$ cat config.mk
export PLATFORM = sky130hd
export DESIGN_NAME = rdy_sync_top
export DESIGN_NICKNAME = d
export VERILOG_FILES = /design/src/rtl/rdy_pkg.sv /design/src/rtl/rdy_phase_div.sv /design/src/rtl/rdy_qualify.sv /design/src/rtl/rdy_sync_stages.sv /design/src/rtl/rdy_sync_top.sv
export SDC_FILE = /design/constraint.sdc
export NUM_CORES = 1
export LEC_CHECK = 0
export CORE_AREA = 2 2 39 41
export CTS_CLUSTER_DIAMETER = 200
export DETAILED_ROUTE_END_ITERATION = 16
export DIE_AREA = 0 0 41 43
export GPL_TIMING_DRIVEN = 1
export PLACE_DENSITY = 0.32
export SYNTH_ARGS = -nofsm -noshare
export SYNTH_HDL_FRONTEND = slang
export SYNTH_SLANG_ARGS = --single-unit
export TNS_END_PERCENT = 50
$ cat constraint.sdc
create_clock -name clk -period 2.7 [get_ports clk]
set_input_delay 0.54 -clock clk [delete_from_list [all_inputs] [get_ports clk]]
set_output_delay 0.54 -clock clk [all_outputs]
set_load 0.005 [all_outputs]
$ cat src/rtl/rdy_pkg.sv
package rdy_pkg;
  typedef enum logic {
    SYNC_TWO = 1'b0,
    SYNC_ONE = 1'b1
  } sync_mode_e;

  function automatic logic qualify(input logic req, input logic en_n);
    return req & ~en_n;
  endfunction

  function automatic logic pick_next(input sync_mode_e m, input logic fresh,
                                     input logic held);
    return (m == SYNC_ONE) ? fresh : held;
  endfunction
endpackage

$ cat src/rtl/rdy_phase_div.sv
module rdy_phase_div #(
  parameter int DIV = 3
) (
  input  logic clk,
  input  logic rst_n,
  output logic tick
);
  localparam int CW = (DIV > 1) ? $clog2(DIV) : 1;
  localparam logic [CW-1:0] LAST = CW'(DIV - 1);

  logic [CW-1:0] cnt;
  logic          wrap;

  assign wrap = (cnt == LAST);
  assign tick = wrap;

  always_ff @(posedge clk or negedge rst_n) begin
    if (!rst_n)    cnt <= '0;
    else if (wrap) cnt <= '0;
    else           cnt <= cnt + 1'b1;
  end

  // a phase enable is never followed by another on the next cycle
  p_tick_single_r4: assert property (@(posedge clk) disable iff (!rst_n)
    tick |=> !tick);
  // the count stays inside its range
  p_cnt_range_r4: assert property (@(posedge clk) disable iff (!rst_n)
    cnt <= LAST);
endmodule

$ cat src/rtl/rdy_qualify.sv
module rdy_qualify (
  input  logic clk,
  input  logic rst_n,
  input  logic req_a,
  input  logic aen_a_n,
  input  logic req_b,
  input  logic aen_b_n,
  output logic qual
);
  import rdy_pkg::*;

  logic hit_a, hit_b;
  assign hit_a = qualify(req_a, aen_a_n);
  assign hit_b = qualify(req_b, aen_b_n);
  assign qual  = hit_a | hit_b;

  // with both enables high, nothing is qualified
  p_both_off_r3: assert property (@(posedge clk) disable iff (!rst_n)
    (aen_a_n && aen_b_n) |-> !qual);
  // an enabled, requesting source always qualifies
  p_src_a_r2: assert property (@(posedge clk) disable iff (!rst_n)
    (req_a && !aen_a_n) |-> qual);
endmodule

$ cat src/rtl/rdy_sync_stages.sv
module rdy_sync_stages (
  input  logic clk,
  input  logic rst_n,
  input  logic tick,
  input  logic one_stage,
  input  logic d,
  output logic st1,
  output logic q
);
  import rdy_pkg::*;

  sync_mode_e mode;
  logic       nxt;

  assign mode = sync_mode_e'(one_stage);
  assign nxt  = pick_next(mode, d, st1);

  always_ff @(posedge clk or negedge rst_n) begin
    if (!rst_n) begin
      st1 <= 1'b0;
      q   <= 1'b0;
    end else if (tick) begin
      st1 <= d;
      q   <= nxt;
    end
  end

  // the output moves only at a boundary
  p_steady_r5: assert property (@(posedge clk) disable iff (!rst_n)
    !tick |=> $stable(q));
  // single stage follows the sample taken at this boundary
  p_one_r6: assert property (@(posedge clk) disable iff (!rst_n)
    (tick && one_stage) |=> (q == $past(d)));
  // two stages follow the first stage's earlier sample
  p_two_r7: assert property (@(posedge clk) disable iff (!rst_n)
    (tick && !one_stage) |=> (q == $past(st1)));
endmodule

$ cat src/rtl/rdy_sync_top.sv
module rdy_sync_top #(
  parameter int DIV = 3
) (
  input  logic clk,
  input  logic rst_n,
  input  logic req_a,
  input  logic aen_a_n,
  input  logic req_b,
  input  logic aen_b_n,
  input  logic one_stage,
  output logic ready_o
);
  logic tick;
  logic qual;
  logic st1;

  rdy_phase_div #(.DIV(DIV)) u_div (
    .clk(clk), .rst_n(rst_n), .tick(tick)
  );

  rdy_qualify u_qual (
    .clk(clk), .rst_n(rst_n),
    .req_a(req_a), .aen_a_n(aen_a_n),
    .req_b(req_b), .aen_b_n(aen_b_n),
    .qual(qual)
  );

  rdy_sync_stages u_sync (
    .clk(clk), .rst_n(rst_n), .tick(tick), .one_stage(one_stage),
    .d(qual), .st1(st1), .q(ready_o)
  );

  // the first cycle after reset never shows READY
  p_reset_low_r1: assert property (@(posedge clk) disable iff (!rst_n)
    $rose(rst_n) |-> !ready_o);
  // READY rises only after a boundary
  p_rise_on_tick_r9: assert property (@(posedge clk) disable iff (!rst_n)
    $rose(ready_o) |-> !tick);
endmodule

==> impl_summary.md <==
Detailed routing
In this run the remaining antenna-violating nets after routing total 0. The number of DRC violations after detailed-routing iteration 0 is 3. The routed layout has 145 vias. After detailed routing, the number of vias per cell comes to 3.537.

The residual DRC count is 0. The routed wire length per instance is 9.073 um. The wire length after detailed routing is 372 um. The first detailed-routing pass took 2 iterations.

Logic synthesis
Counting flops with a built-in enable in the synthesized netlist gives 0. The count of state elements after synthesis is 4. For this run, the leading register cell type out of synthesis is sky130_fd_sc_hd__dfrtp_1. The Yosys step of the flow raised 0 warnings. Synthesis produced 15 cells. The library cell with the highest instance count after synthesis is sky130_fd_sc_hd__dfrtp_1. The cell type contributing the most total cell area after synthesis is sky130_fd_sc_hd__dfrtp_1.

The share of the Yosys chip area taken by registers is 0.5517. After synthesis, the most frequently instantiated cells are 4 x sky130_fd_sc_hd__dfrtp_1, 3 x sky130_fd_sc_hd__nor2_1, 2 x sky130_fd_sc_hd__inv_1. The cell area after technology mapping is 181.4 um^2.

The number of nets handed over by synthesis was 22. The fraction of synthesized cell area taken by the top area cell type is 0.5517. By area the synthesized netlist is led by sky130_fd_sc_hd__dfrtp_1 55%, sky130_fd_sc_hd__mux2_4 8.3%, sky130_fd_sc_hd__nand2b_4 7.6%. Dividing the synthesized area by the synthesized cell count gives 12.09 um^2. For this run, asynchronously set or reset flops after synthesis account for 1.000. The unique cell type count in the Yosys netlist is 9.

Power and ir drop
The total power draw is 155.6 uW. The static leakage is 0.0001354 uW. The total power density per cell area is 529.3 nW/um^2.

The switching share of power is 0.1859. The share of total power dissipated in sequential elements is 0.413. The net switching power is 28.93 uW. The maximum VDD drop is 0.2732 mV. The cell internal power dissipation is 126.7 uW. The relative contribution of combinational cells to total power is 0.130.

The clock network fraction of design power is 0.458.

Floorplan
The die span in y is 43 um. The die outline width is 41 um. The area enclosed by the die boundary is 1763 um^2. In this run the standard cell core region covers 1384 um^2. The floorplan has 14 rows. For this configuration, the core starts out at a cell density of 0.1311.

Pin placement for this block handled 8 I/O pins.

Setup path
In this run the critical register-to-register path is captured at u_sync.st1. The worst setup slack for register-to-register paths is 1.75 ns. The length in cells of the worst reg-to-reg path is 2. In this design, the stage delay of the slowest critical-path cell is 0.50 ns. On the critical path, the stage with the largest delay is an instance of sky130_fd_sc_hd__clkdlybuf4s50_1. The total number of cells along the worst setup path is 1. The highest fanout seen on the critical path is 2. Together, buffers and inverters on the worst path number 1. The sort of element at the start of the critical path is a flop. The signal on the critical path passes through clkdlybuf4s50_1. The kind of cell adding the most delay to the critical path is buffers and inverters. The launch point of the worst reg-to-reg path is u_div.cnt[0]. The critical path is of the flop to output pin type. Data on the critical path arrives at its endpoint at 1.06 ns. The critical path required time is 2.16 ns. STA classifies the critical path endpoint as an output pin.

Clocking
For the worst-skew pair, the clock arrives at the later sink with an insertion delay of 0.23 ns. The maximum root-to-sink buffer count is 2. CTS built an H-tree with a depth of 1. The total CTS buffers is 3. TritonCTS built the clock tree. CTS placed an instance of sky130_fd_sc_hd__clkbuf_4 at the clock tree root. The tree built by TritonCTS fans out to 4 sinks. The number of hold buffers added after CTS was 0. The count of cells resized by post-cts repair is 0. The number of buffers added for setup after CTS is 0.

The clock input transition at the sequential cells of the worst setup and hold paths is 0.04 ns.

Timing
The number of hold violations in the final report is 0. Setup repair after global routing left no endpoint under its margin. The maximum achievable frequency is 623.9 MHz. The count of pins over their slew limit came to 0. The clock arrives with 0.002711 ns of skew. Setup violations remaining at the end of the flow were counted as 0. The worst hold slack is 0.4460 ns.

Subtracting the final worst setup slack from the clock period gives 1.603 ns. The actual transition at the worst max-transition pin is 0.1926 ns. The setup total negative slack is 0 ns. The post-route clock period utilization is 0.5937. Measured against its own limit, the worst slew margin works out to 0.8716.

Global routing
The number of global-route vias before repair is 157. The first global-routing pass estimated 579 um of wire. The overflow left after global routing is 0. Entering global routing, the biggest net connects 5 pins. Across every metal layer, demand over resource in global routing totals 0.05544. The number of antenna violations at the first check in global routing is 0.

Min path
The startpoint identified for the worst hold timing path is u_div.cnt[0]. The tightest min-delay check is of the flop to flop type. The worst min-delay path endpoint is u_div.cnt[0]. The depth of the worst hold-timing path is 1.

Layout
The share of post-route cells with drive strength above 1 is 0.2800. Relative to the synthesized area, the layout overhead comes to 62.07%. 0 antenna diodes ended up in the layout. The total number of nets in the final design is 34.

Flow run
Max-cap violations in this run came to 0.

Run status
The flow ran to the end, and the final reports show no timing, DRC or antenna violations.

Placed design
Port buffering added 7 buffers. At the end of routability-driven placement, the weighted congestion stood at 0.5355.
-- metal layers --
layer / track usage / vias up / share of wire
met1: 0.05863 / 64 / 0.47
met3: 0.04712 / 0 / 0.14
li1: - / 71 / -
met4: 0.06000 / 0 / 0
met2: 0.05938 / 10 / 0.39
met5: 0 / - / 0
-- power groups by stage --
stage / Combinational (uW) / Sequential [uW] / Clock, uW
4_1_cts: 20.7 / 64.2 / 75.6
3_3_place_gp: 20.0 / 64.9 / 0
2_1_floorplan: 5.99 / 64.9 / 0
3_5_place_dp: 20.4 / 64.9 / 0
6_report: 20.2 / 64.2 / 71.2
5_1_grt: 22.4 / 64.5 / 81.3
-- placed cells by master (no fill, tap or decap) --
cell type                         n
sky130_fd_sc_hd__a22o_2           1
sky130_fd_sc_hd__and2b_2          1
sky130_fd_sc_hd__clkbuf_4         3
sky130_fd_sc_hd__clkdlybuf4s50_1  7
sky130_fd_sc_hd__dfrtp_1          4
sky130_fd_sc_hd__inv_1            2
sky130_fd_sc_hd__mux2_4           1
sky130_fd_sc_hd__nand2b_4         1
sky130_fd_sc_hd__nor2_1           3
sky130_fd_sc_hd__o221ai_1         1
sky130_fd_sc_hd__o22ai_1          1
-- cells by family after synthesis --
group                  synth area share
AND/OR/NAND/NOR                  0.1862
buffers and inverters           0.04139
AO/OA/AOI/OAI                    0.1380
multiplexers                    0.08273
flip-flops                       0.5517
-- worst max path at each step --
| stage | from | to | slack, ns |
|---|---|---|---|
| 4_1_cts | u_sync.q | ready_o | 1.08 |
| 6_report | u_sync.q | ready_o | 1.10 |
| 3_3_place_gp | one_stage | u_sync.q | 1.21 |
| 2_1_floorplan | req_b | u_sync.st1 | 1.66 |
| 3_5_place_dp | req_b | u_sync.st1 | 1.19 |
| 5_1_grt | u_sync.q | ready_o | 1.03 |
-- registers in the layout (all words and copies together) (netlist names) --
| name | count |
|---|---|
| u_div.cnt | 2 |
| u_sync.q | 1 |
| u_sync.st1 | 1 |
-- metrics by stage --
stage          setup slack (ns)    util  std cells  cell area, um^2
6_report                  1.097  0.2125         41            294.0
2_1_floorplan             1.661       -         15            181.4
4_1_cts                   1.082  0.2125         41            294.0
3_3_place_gp              1.210  0.1962         38            271.5
5_1_grt                   1.033  0.2125         41            294.0
3_5_place_dp              1.192  0.1962         38            271.5
-- final cells by class --
type,count,area (um^2)
fillers,150,1090
multi-input cells,9,73.82
clock buffers,3,22.52
repair buffers,7,70.07
flip-flops and latches,4,100.1
inverters,2,7.507
well taps,16,20.02
No activity file was read; power rests on OpenSTA's default activity.
